===== src/rtl/pwmtmr_pkg.sv =====
`timescale 1ns/1ps
package pwmtmr_pkg;

  localparam int ADR_W = 3;

  localparam logic [ADR_W-1:0] ADR_MODE   = 3'd0;
  localparam logic [ADR_W-1:0] ADR_CLK    = 3'd1;
  localparam logic [ADR_W-1:0] ADR_CNT_LO = 3'd2;
  localparam logic [ADR_W-1:0] ADR_CNT_HI = 3'd3;
  localparam logic [ADR_W-1:0] ADR_CMP_LO = 3'd4;
  localparam logic [ADR_W-1:0] ADR_CMP_HI = 3'd5;
  localparam logic [ADR_W-1:0] ADR_FLAG   = 3'd6;

  typedef enum logic [1:0] {
    RES_OFF = 2'd0,
    RES_LO  = 2'd1,
    RES_MID = 2'd2,
    RES_HI  = 2'd3
  } res_mode_e;

  typedef enum logic [2:0] {
    CS_STOP   = 3'd0,
    CS_SYS    = 3'd1,
    CS_DIV_A  = 3'd2,
    CS_DIV_B  = 3'd3,
    CS_DIV_C  = 3'd4,
    CS_DIV_D  = 3'd5,
    CS_EXT_RI = 3'd6,
    CS_EXT_FA = 3'd7
  } clk_sel_e;

  typedef enum logic {
    DIR_UP   = 1'b0,
    DIR_DOWN = 1'b1
  } cnt_dir_e;

endpackage


===== src/rtl/pwmtmr_rstsync.sv =====
`timescale 1ns/1ps
module pwmtmr_rstsync #(
  parameter int STAGES = 2
) (
  input  logic clk,
  input  logic rst_n,
  output logic rst_sync_n
);

  logic [STAGES-1:0] sync_q;
  logic [STAGES-1:0] sync_d;

  always_comb begin
    sync_d = {sync_q[STAGES-2:0], 1'b1};
  end

  always_ff @(posedge clk or negedge rst_n) begin
    if (!rst_n) begin
      sync_q <= '0;
    end else begin
      sync_q <= sync_d;
    end
  end

  assign rst_sync_n = sync_q[STAGES-1];

endmodule


===== src/rtl/pwmtmr_prescale.sv =====
`timescale 1ns/1ps
module pwmtmr_prescale
  import pwmtmr_pkg::*;
#(
  parameter int SH_A = 3,
  parameter int SH_B = 6,
  parameter int SH_C = 8,
  parameter int SH_D = 10
) (
  input  logic     clk,
  input  logic     rst_n,
  input  clk_sel_e sel,
  input  logic     ext_pin,
  output logic     tick
);

  localparam int PRE_W  = SH_D;
  localparam int N_TAPS = 4;
  localparam int SHIFTS [N_TAPS] = '{SH_A, SH_B, SH_C, SH_D};

  logic [PRE_W-1:0]  pre_q, pre_d;
  logic [2:0]        pin_q, pin_d;
  logic [N_TAPS-1:0] tap_hit;
  logic              ext_rise, ext_fall;

  // free-running divider, shared by all taps
  always_comb begin
    pre_d = pre_q + 1'b1;
  end

  always_ff @(posedge clk or negedge rst_n) begin
    if (!rst_n) begin
      pre_q <= '0;
    end else begin
      pre_q <= pre_d;
    end
  end

  generate
    for (genvar g = 0; g < N_TAPS; g++) begin : g_tap
      assign tap_hit[g] = &pre_q[SHIFTS[g]-1:0];
    end
  endgenerate

  // two synchronising stages plus one history stage
  always_comb begin
    pin_d = {pin_q[1:0], ext_pin};
  end

  always_ff @(posedge clk or negedge rst_n) begin
    if (!rst_n) begin
      pin_q <= '0;
    end else begin
      pin_q <= pin_d;
    end
  end

  assign ext_rise =  pin_q[1] & ~pin_q[2];
  assign ext_fall = ~pin_q[1] &  pin_q[2];

  always_comb begin
    unique case (sel)
      CS_STOP:   tick = 1'b0;
      CS_SYS:    tick = 1'b1;
      CS_DIV_A:  tick = tap_hit[0];
      CS_DIV_B:  tick = tap_hit[1];
      CS_DIV_C:  tick = tap_hit[2];
      CS_DIV_D:  tick = tap_hit[3];
      CS_EXT_RI: tick = ext_rise;
      CS_EXT_FA: tick = ext_fall;
      default:   tick = 1'b0;
    endcase
  end

endmodule


===== src/rtl/pwmtmr_regs.sv =====
`timescale 1ns/1ps
module pwmtmr_regs
  import pwmtmr_pkg::*;
#(
  parameter int DATA_W = 8
) (
  input  logic              clk,
  input  logic              rst_n,
  input  logic [ADR_W-1:0]  bus_addr,
  input  logic              bus_wr,
  input  logic              bus_rd,
  input  logic [DATA_W-1:0] bus_wdata,
  output logic [DATA_W-1:0] bus_rdata,
  input  logic [2*DATA_W-1:0] cnt_val,
  input  logic [2*DATA_W-1:0] pend_val,
  input  logic              ovf_hit,
  input  logic              cmp_hit,
  output res_mode_e         mode,
  output clk_sel_e          csel,
  output logic              cnt_wr,
  output logic              cmp_wr,
  output logic [2*DATA_W-1:0] wide_wdata,
  output logic              ovf_flag,
  output logic              cmp_flag
);

  logic [DATA_W-1:0] temp_q, temp_d;
  res_mode_e         mode_d;
  clk_sel_e          csel_d;
  logic              ovf_d, cmp_d;
  logic              wr_mode, wr_clk, wr_hi, wr_flag;
  logic              rd_cnt_lo, rd_cmp_lo;

  // address decode
  always_comb begin
    wr_mode   = bus_wr && (bus_addr == ADR_MODE);
    wr_clk    = bus_wr && (bus_addr == ADR_CLK);
    wr_hi     = bus_wr && ((bus_addr == ADR_CNT_HI) || (bus_addr == ADR_CMP_HI));
    wr_flag   = bus_wr && (bus_addr == ADR_FLAG);
    cnt_wr    = bus_wr && (bus_addr == ADR_CNT_LO);
    cmp_wr    = bus_wr && (bus_addr == ADR_CMP_LO);
    rd_cnt_lo = bus_rd && !bus_wr && (bus_addr == ADR_CNT_LO);
    rd_cmp_lo = bus_rd && !bus_wr && (bus_addr == ADR_CMP_LO);
    wide_wdata = {temp_q, bus_wdata};
  end

  // next state
  always_comb begin
    mode_d = mode;
    csel_d = csel;
    temp_d = temp_q;
    if (wr_mode) mode_d = res_mode_e'(bus_wdata[1:0]);
    if (wr_clk)  csel_d = clk_sel_e'(bus_wdata[2:0]);
    if (wr_hi) begin
      temp_d = bus_wdata;
    end else if (rd_cnt_lo) begin
      temp_d = cnt_val[2*DATA_W-1:DATA_W];
    end else if (rd_cmp_lo) begin
      temp_d = pend_val[2*DATA_W-1:DATA_W];
    end
    ovf_d = ovf_hit | (ovf_flag & ~(wr_flag & bus_wdata[0]));
    cmp_d = cmp_hit | (cmp_flag & ~(wr_flag & bus_wdata[1]));
  end

  always_ff @(posedge clk or negedge rst_n) begin
    if (!rst_n) begin
      mode     <= RES_OFF;
      csel     <= CS_STOP;
      temp_q   <= '0;
      ovf_flag <= 1'b0;
      cmp_flag <= 1'b0;
    end else begin
      mode     <= mode_d;
      csel     <= csel_d;
      temp_q   <= temp_d;
      ovf_flag <= ovf_d;
      cmp_flag <= cmp_d;
    end
  end

  // read mux
  always_comb begin
    unique case (bus_addr)
      ADR_MODE:   bus_rdata = {{(DATA_W-2){1'b0}}, mode};
      ADR_CLK:    bus_rdata = {{(DATA_W-3){1'b0}}, csel};
      ADR_CNT_LO: bus_rdata = cnt_val[DATA_W-1:0];
      ADR_CNT_HI: bus_rdata = temp_q;
      ADR_CMP_LO: bus_rdata = pend_val[DATA_W-1:0];
      ADR_CMP_HI: bus_rdata = temp_q;
      ADR_FLAG:   bus_rdata = {{(DATA_W-2){1'b0}}, cmp_flag, ovf_flag};
      default:    bus_rdata = '0;
    endcase
  end

endmodule


===== src/rtl/pwmtmr_core.sv =====
`timescale 1ns/1ps
module pwmtmr_core
  import pwmtmr_pkg::*;
#(
  parameter int CNT_W    = 16,
  parameter int BASE_RES = 8
) (
  input  logic             clk,
  input  logic             rst_n,
  input  res_mode_e        mode,
  input  logic             tick,
  input  logic             cnt_wr,
  input  logic             cmp_wr,
  input  logic [CNT_W-1:0] wdata,
  output logic [CNT_W-1:0] cnt_q,
  output logic [CNT_W-1:0] pend_q,
  output logic [CNT_W-1:0] act_q,
  output logic [CNT_W-1:0] top_val,
  output logic             pwm_out,
  output logic             ovf_hit,
  output logic             cmp_hit
);

  localparam logic [CNT_W-1:0] TOP_LO  = CNT_W'((1 << BASE_RES) - 1);
  localparam logic [CNT_W-1:0] TOP_MID = CNT_W'((1 << (BASE_RES + 1)) - 1);
  localparam logic [CNT_W-1:0] TOP_HI  = CNT_W'((1 << (BASE_RES + 2)) - 1);

  logic [CNT_W-1:0] cnt_d, pend_d, act_d, step;
  cnt_dir_e         dir_q, dir_d, dir_step;
  logic             out_d, pwm_on, moved_up, arrive;

  always_comb begin
    unique case (mode)
      RES_LO:  top_val = TOP_LO;
      RES_MID: top_val = TOP_MID;
      RES_HI:  top_val = TOP_HI;
      default: top_val = '1;
    endcase
    pwm_on = (mode != RES_OFF);
  end

  // one counting step, used only when a tick lands
  always_comb begin
    dir_step = dir_q;
    if (!pwm_on) begin
      step     = cnt_q + 1'b1;
      moved_up = 1'b1;
    end else if (dir_q == DIR_UP) begin
      if (cnt_q >= top_val) begin
        step     = cnt_q - 1'b1;
        dir_step = DIR_DOWN;
        moved_up = 1'b0;
      end else begin
        step     = cnt_q + 1'b1;
        moved_up = 1'b1;
      end
    end else begin
      if (cnt_q == '0) begin
        step     = CNT_W'(1);
        dir_step = DIR_UP;
        moved_up = 1'b1;
      end else begin
        step     = cnt_q - 1'b1;
        moved_up = 1'b0;
      end
    end
  end

  // next state
  always_comb begin
    cnt_d  = cnt_q;
    dir_d  = dir_q;
    pend_d = pend_q;
    act_d  = act_q;
    arrive = 1'b0;
    if (cnt_wr) begin
      cnt_d = wdata;
    end else if (tick) begin
      cnt_d  = step;
      dir_d  = dir_step;
      arrive = 1'b1;
    end
    if (!pwm_on) dir_d = DIR_UP;

    if (cmp_wr) begin
      pend_d = wdata;
      if (!pwm_on) act_d = wdata;
    end
    if (pwm_on && arrive && (step == top_val)) act_d = pend_q;

    cmp_hit = arrive && (step == act_d);
    ovf_hit = arrive && (step == '0);

    out_d = pwm_out;
    if (!pwm_on) begin
      out_d = 1'b0;
    end else if (cmp_hit) begin
      if (act_d == '0)           out_d = 1'b0;
      else if (act_d == top_val) out_d = 1'b1;
      else                       out_d = ~moved_up;
    end
  end

  always_ff @(posedge clk or negedge rst_n) begin
    if (!rst_n) begin
      cnt_q   <= '0;
      dir_q   <= DIR_UP;
      pend_q  <= '0;
      act_q   <= '0;
      pwm_out <= 1'b0;
    end else begin
      cnt_q   <= cnt_d;
      dir_q   <= dir_d;
      pend_q  <= pend_d;
      act_q   <= act_d;
      pwm_out <= out_d;
    end
  end

endmodule


===== src/rtl/dspwm_timer.sv =====
`timescale 1ns/1ps
module dspwm_timer
  import pwmtmr_pkg::*;
#(
  parameter int DATA_W   = 8,
  parameter int BASE_RES = 8,
  parameter int SH_A     = 3,
  parameter int SH_B     = 6,
  parameter int SH_C     = 8,
  parameter int SH_D     = 10
) (
  input  logic              clk,
  input  logic              rst_n,
  input  logic [ADR_W-1:0]  bus_addr,
  input  logic              bus_wr,
  input  logic              bus_rd,
  input  logic [DATA_W-1:0] bus_wdata,
  output logic [DATA_W-1:0] bus_rdata,
  input  logic              ext_clk_pin,
  output logic              pwm_out,
  output logic              ovf_flag,
  output logic              cmp_flag
);

  localparam int CNT_W = 2 * DATA_W;

  logic             rst_core_n;
  res_mode_e        mode_w;
  clk_sel_e         csel_w;
  logic             tick_w, cnt_wr_w, cmp_wr_w, ovf_hit_w, cmp_hit_w;
  logic [CNT_W-1:0] wide_w, cnt_w, pend_w, act_w, top_w;

  pwmtmr_rstsync #(.STAGES(2)) u_rst (
    .clk(clk), .rst_n(rst_n), .rst_sync_n(rst_core_n)
  );

  pwmtmr_prescale #(.SH_A(SH_A), .SH_B(SH_B), .SH_C(SH_C), .SH_D(SH_D)) u_pre (
    .clk(clk), .rst_n(rst_core_n), .sel(csel_w), .ext_pin(ext_clk_pin), .tick(tick_w)
  );

  pwmtmr_regs #(.DATA_W(DATA_W)) u_regs (
    .clk(clk), .rst_n(rst_core_n),
    .bus_addr(bus_addr), .bus_wr(bus_wr), .bus_rd(bus_rd),
    .bus_wdata(bus_wdata), .bus_rdata(bus_rdata),
    .cnt_val(cnt_w), .pend_val(pend_w),
    .ovf_hit(ovf_hit_w), .cmp_hit(cmp_hit_w),
    .mode(mode_w), .csel(csel_w),
    .cnt_wr(cnt_wr_w), .cmp_wr(cmp_wr_w), .wide_wdata(wide_w),
    .ovf_flag(ovf_flag), .cmp_flag(cmp_flag)
  );

  pwmtmr_core #(.CNT_W(CNT_W), .BASE_RES(BASE_RES)) u_core (
    .clk(clk), .rst_n(rst_core_n), .mode(mode_w), .tick(tick_w),
    .cnt_wr(cnt_wr_w), .cmp_wr(cmp_wr_w), .wdata(wide_w),
    .cnt_q(cnt_w), .pend_q(pend_w), .act_q(act_w), .top_val(top_w),
    .pwm_out(pwm_out), .ovf_hit(ovf_hit_w), .cmp_hit(cmp_hit_w)
  );

endmodule


===== config.mk =====
export PLATFORM = sky130hd
export DESIGN_NAME = dspwm_timer
export DESIGN_NICKNAME = d
export VERILOG_FILES = /design/src/rtl/pwmtmr_pkg.sv /design/src/rtl/pwmtmr_rstsync.sv /design/src/rtl/pwmtmr_prescale.sv /design/src/rtl/pwmtmr_regs.sv /design/src/rtl/pwmtmr_core.sv /design/src/rtl/dspwm_timer.sv
export SDC_FILE = /design/constraint.sdc
export NUM_CORES = 1
export LEC_CHECK = 0
export BUFFER_PORTS_ARGS = -buffer_cell sky130_fd_sc_hd__buf_2
export CAP_MARGIN = 5
export CORE_ASPECT_RATIO = 1.75
export CORE_MARGIN = 5
export CORE_UTILIZATION = 40
export CTS_CLUSTER_DIAMETER = 50
export CTS_CLUSTER_SIZE = 28
export DETAILED_ROUTE_END_ITERATION = 7
export SYNTH_ARGS = -nofsm -noshare
export SYNTH_HDL_FRONTEND = slang
export SYNTH_HIERARCHICAL = 1
export SYNTH_SLANG_ARGS = --single-unit

===== constraint.sdc =====
create_clock -name clk -period 7.01 [get_ports clk]
set_input_delay 1.0515 -clock clk [delete_from_list [all_inputs] [get_ports clk]]
set_output_delay 1.0515 -clock clk [all_outputs]
set_load 0.005 [all_outputs]

Word-level counts from Yosys, hierarchy flattened

Index checks and enable logic that the tools add are counted.

Output and inout port bits: 11
Flip-flop bits (word level): 80
Input bits: 16
Word-level logic and storage cells: 112

Equality and inequality tests: 22
$add $sub $neg: 3
Bitwise logic cells: 13
Reduce and logical (&&, ||, !) cells: 29
$lt $le $gt $ge: 1
Multiplexer cells: 31

Operators by type and width:

| kind                                                | count |
|---|---|
| two-way mux 16 bit                                  | 9 |
| equality test 16 bit                                | 3 |
| logical NOT 16 bit                                  | 3 |
| case mux 16 bit (3 select lines)                    | 1 |
| case mux 8 bit (6 select lines)                     | 1 |
| two-way mux 8 bit                                   | 3 |
| equality test 3 bit, second input constant          | 7 |
| adder 16 x 1 -> 16 bit, second input constant       | 1 |
| >= comparator 16 bit                                | 1 |
| two-way mux 1 bit                                   | 16 |
| subtractor 16 x 1 -> 16 bit, second input constant  | 1 |
| logical AND 1 bit                                   | 13 |
| equality test 3 x 2 -> 1 bit, second input constant | 4 |
| adder 10 x 1 -> 10 bit, second input constant       | 1 |
| AND reduction 10 bit                                | 1 |
| case mux 1 bit (8 select lines)                     | 1 |
| AND reduction 8 bit                                 | 1 |
| bitwise AND 1 bit                                   | 6 |
| equality test 3 x 1 -> 1 bit, second input constant | 2 |
| logical NOT 3 bit                                   | 2 |
| != test 2 bit, second input constant                | 3 |
| AND reduction 6 bit                                 | 1 |
| NOT 1 bit                                           | 5 |
| equality test 2 bit, second input constant          | 2 |
| other kinds (9)                                     | 11 |

Logic depth before layout (Yosys ltp)

Depth in word-level cells: 14
Gate-level depth with buffers: 20
Mapped depth without buffers: 16

By module

The synthesis kept the hierarchy.

Modules (own cells, without submodules):

| module          | times used | area an instance (um^2) | cells each |
|---|---|---|---|
| pwmtmr_core     | 1          | 4317.9                  | 495 |
| pwmtmr_regs     | 1          | 1189.9                  | 118 |
| pwmtmr_prescale | 1          | 558.0                   | 47 |
| pwmtmr_rstsync  | 1          | 53.8                    | 3 |

Worst setup path after synthesis

OpenSTA, ideal clock, no wires.

Path kind: reg-to-reg
Start point: reg u_regs.mode[0]
End point: reg u_core.pwm_out
Data arrival time: 5.111 ns
Slack: 1.761 ns
Period minus slack after synthesis: 5.249 ns
Cell stages (with the launch flop): 19
Path through: dfrtp_1 inv_1 ha_1 clkbuf_1 inv_1 ha_1 a211oi_1 o2111ai_1 o31ai_1 nor4_1 a2bb2oi_1 or4b_4 or4_4 buf_6 mux2_4 or4_1 nor2_1 nand4bb_1 a21oi_1

Word-level cells in the longest chain between the ends: 14
Elaborated cells on any way between the ends: 28
Classes of those cells: order compare: 1; eq/ne: 7; mux: 14; bitwise: 1; reduce/logical: 5

Ends and longest elaborated chain:

| item                                                                       | line               | text |
|---|---|---|
| from (decl)                                                                | pwmtmr_regs.sv:18  | `output res_mode_e mode,` |
| from (signal assigned)                                                     | pwmtmr_regs.sv:73  | `mode <= mode_d;` |
| equality test 2 bit / equality test 2 x 1 -> 1 bit (equally long branches) | pwmtmr_core.sv:33  | `unique case (mode)` |
| case mux 16 bit (3 select lines) *                                         | pwmtmr_core.sv:33  |  |
| via top_w[10]                                                              | dspwm_timer.sv:31  | `logic [CNT_W-1:0] wide_w, cnt_w, pend_w, act_w, top_w;` |
| >= comparator 16 bit                                                       | pwmtmr_core.sv:49  | `if (cnt_q >= top_val) begin` |
| two-way mux 16 bit                                                         | pwmtmr_core.sv:49  |  |
| two-way mux 16 bit                                                         | pwmtmr_core.sv:48  | `end else if (dir_q == DIR_UP) begin` |
| two-way mux 16 bit                                                         | pwmtmr_core.sv:45  | `if (!pwm_on) begin` |
| equality test 16 bit *                                                     | pwmtmr_core.sv:89  | `if (pwm_on && arrive && (step == top_val)) act_d = pend_q;` |
| logical AND 1 bit *                                                        | pwmtmr_core.sv:89  |  |
| two-way mux 16 bit *                                                       | pwmtmr_core.sv:89  |  |
| via u_core.act_d[4]                                                        | pwmtmr_core.sv:28  | `logic [CNT_W-1:0] cnt_d, pend_d, act_d, step;` |
| equality test 16 bit                                                       | pwmtmr_core.sv:99  | `else if (act_d == top_val) out_d = 1'b1;` |
| two-way mux 1 bit                                                          | pwmtmr_core.sv:99  |  |
| two-way mux 1 bit                                                          | pwmtmr_core.sv:98  | `if (act_d == '0) out_d = 1'b0;` |
| two-way mux 1 bit                                                          | pwmtmr_core.sv:97  | `end else if (cmp_hit) begin` |
| two-way mux 1 bit                                                          | pwmtmr_core.sv:95  | `if (!pwm_on) begin` |
| to (signal assigned)                                                       | pwmtmr_core.sv:116 | `pwm_out <= out_d;` |
| to (decl)                                                                  | pwmtmr_core.sv:19  | `output logic pwm_out,` |

The timed path passes the listed nets; every way through them passes the cells marked *. The select of a mux whose other input is x is not followed.
A chain may end at the register's enable or synchronous reset.

Worst setup path after layout

Start point: reg u_regs.mode[1]
End point: reg u_core.pwm_out

Same word-level chain as after synthesis.

==> key figures <==
Hold path
  • Hold Crit Depth: 0
  • HP Class: reg -> reg

Pwr
  • Internal Power: 1.41 mW
  • Sequential group share of total power: 32.2%
  • PD cells: 423 nW/µm²
  • Peak supply drop: 0.000169 V
  • Lkg Pwr: 2.78 nW
  • Comb power frac: 49.6%
  • Switching Fraction: 48.5%
  • Clock group share of total power: 18.2%
  • Switching power: 1.33 mW

Worst setup path
  • Worst reg-to-reg path cell count: 16
  • CP Capture Type: register
  • Crit path buffers/inverters: 2
  • CP Class: reg -> reg
  • Slowest stage delay, CP: 0.72 ns
  • Startpoint type of the worst setup path: register
  • Req. time, crit path: 7.21 ns
  • Critical path's slowest cell: or4_4
  • CP Depth: 16
  • Crit-path cells: inv_1 > ha_1 > inv_1 > ha_1 > a211oi_1 > o2111ai_1 > o31ai_1 > o32a_1 > a22oi_1 > or4b_4 > or4_4 > mux2_4 > or4_1 > nor2_1 > nand4bb_1 > a21oi_1
  • Arr. time, crit path: 6.23 ns
  • CP top delay family: simple AND/OR/NAND/NOR gates
  • Worst-path fanout max: 22

Global route
  • Initial antenna violation count: 0
  • Grt ovf: 0
  • Vias in the first global route: 5,410
  • Largest net degree at the start of global routing: 79
  • Total Routing Usage GR: 23.6%
  • First-pass GRT wire length: 31.0 mm

Drt
  • TritonRoute pass-1 iters: 5
  • DR WL/cell: 24.2 µm
  • Via count: 5,255
  • WL final: 20.3 mm
  • DRC violations left: 0
  • Vias/cell: 6.27
  • Post-route ant nets: 0
  • Initial DRC Count: 470

Timing
  • Fin. max-slew vios: 0
  • Unrepaired setup endpoints after global routing: no
  • Hold Vio Cnt, Final: 0
  • Period utilisation layout: 85.9%
  • Setup TNS: 0 ns
  • Hold WS: 0.355 ns
  • Worst Skew: 0.00948 ns
  • Setup Viol. Count Final: 0
  • Slew HR: 31.1%
  • Measured slew at the worst slew-check pin: 1.03 ns
  • Tmin final: 6.02 ns
  • Fmax: 0.166 GHz

Floorplanning
  • Core ar.: 14,800 µm²
  • Row Count: 59
  • I/O pin total: 27
  • DIE AREA: 17,700 µm²
  • Initial core utilization: 40.6%
  • Die width: 103 µm
  • Die Ht: 172 µm

Finish
  • Final nets: 680
  • Design area: 6490 µm²
  • Finished Layout Cells: 838
  • Share of cells above drive strength 1: 16.8%
  • Area Overhead vs Synth: 7.90%
  • Commonest non-fill, non-tap cells in the layout: dfrtp_1, nand2_1, mux2i_1, mux2_2
  • # diodes: 0
  • Commonest non-fill, non-tap cell in the layout: dfrtp_1

Clock tree
  • Worst-Skew Late Latency: 0.34 ns
  • Clock Path Buffers: 2
  • Clock Sinks: 80
  • CTS tree: done
  • Reg clk slew, reported paths: 0.07 ns
  • Root buffer cell: clkbuf_16
  • CTS Hold Bufs: 0
  • Cts bufs inserted: 9
  • Setup Fix Bufs, Post-CTS: 0
  • CTS resizes: 0
  • H-tree Lvls: 3

Placement
  • IO Port Bufs: 26
  • Post-DP Area: 6180 µm²
  • Placer congestion estimate: 0.942
  • Placed cells: 822
  • Post-DP HPWL: 15.7 mm

Logic synthesis
  • Cells after synthesis: 649
  • Mapped Avg Cell Area: 9.27 µm²
  • Synth Cell Area: 6020 µm²
  • Syn nets: 679
  • Yosys warnings: 6

Outcome
  • Status: completed

Flow run
  • Max-cap violations: 0
==> final timing paths <==
kind | start | end | slack, ns
max | u_regs/mode[1] | u_core/pwm_out | 0.99
min | u_pre/pin_q[0] | u_pre/pin_q[1] | 0.36
max reg2reg | u_regs/mode[1] | u_core/pwm_out | 0.99
min reg2reg | u_pre/pin_q[0] | u_pre/pin_q[1] | 0.36
max in group asynchronous | u_rst/sync_q[1] | u_core/cnt_q[1] | 5.83
min in group asynchronous | rst_n | u_rst/sync_q[1] | 0.49
==> per-stage QoR <==
| stage | setup slack (ns) | util, % | total power, mW |
|---|---|---|---|
| 2_1_floorplan | 1.87 | - | 1.74 |
| 3_3_place_gp | 1.22 | 41.7 | 2.21 |
| 3_5_place_dp | 1.04 | 41.7 | 2.22 |
| 4_1_cts | 1.03 | 43.8 | 2.72 |
| 5_1_grt | 0.691 | 43.8 | 2.90 |
| 6_report | 0.986 | 43.8 | 2.75 |
==> power by group through the flow <==
stage / Clock [mW] / Combinational [mW] / Sequential, mW
floorplan: 0 / 1.03 / 0.716
global placement: 0 / 1.32 / 0.884
detailed placement: 0 / 1.34 / 0.883
CTS: 0.505 / 1.34 / 0.875
global route: 0.533 / 1.47 / 0.901
finish: 0.499 / 1.36 / 0.884
==> flip-flops by register name, indices dropped and copies added, names as in the netlist <==
| signal | cells |
|---|---|
| u_core/act_q | 16 |
| u_core/cnt_q | 16 |
| u_core/pend_q | 16 |
| u_pre/pre_q | 10 |
| u_regs/temp_q | 8 |
| u_pre/pin_q | 3 |
| u_regs/csel | 3 |
| u_regs/mode | 2 |
| u_rst/sync_q | 2 |
| u_core/dir_q | 1 |
| u_core/pwm_out | 1 |
| u_regs/cmp_flag | 1 |
| u_regs/ovf_flag | 1 |
==> final cells by class <==
class	count	area, µm²
clock buffer	9	225
inverter	31	116
clock inverter	7	83.8
multi-input combinational	496	3660
fill	1452	8340
sequential	80	2010
tap	183	229
timing repair buffer	32	175
==> routing by layer <==
layer	up-vias	routed length, µm	GRT usage (%)
met2	201	10700	41.9
met3	83	697	2.75
met5	-	0	0
li1	2397	-	-
met4	0	1770	18.2
met1	2574	7210	24.6
==> worst reg2reg max path, cell delays in order, from the launching register on <==
cell,delay [ns]
dfrtp_1,0.40
inv_1,0.09
ha_1,0.49
inv_1,0.34
ha_1,0.41
a211oi_1,0.43
o2111ai_1,0.20
o31ai_1,0.64
o32a_1,0.28
a22oi_1,0.14
or4b_4,0.53
or4_4,0.72
mux2_4,0.39
or4_1,0.52
nor2_1,0.10
nand4bb_1,0.13
a21oi_1,0.07
(Power assumes the default switching activity.)
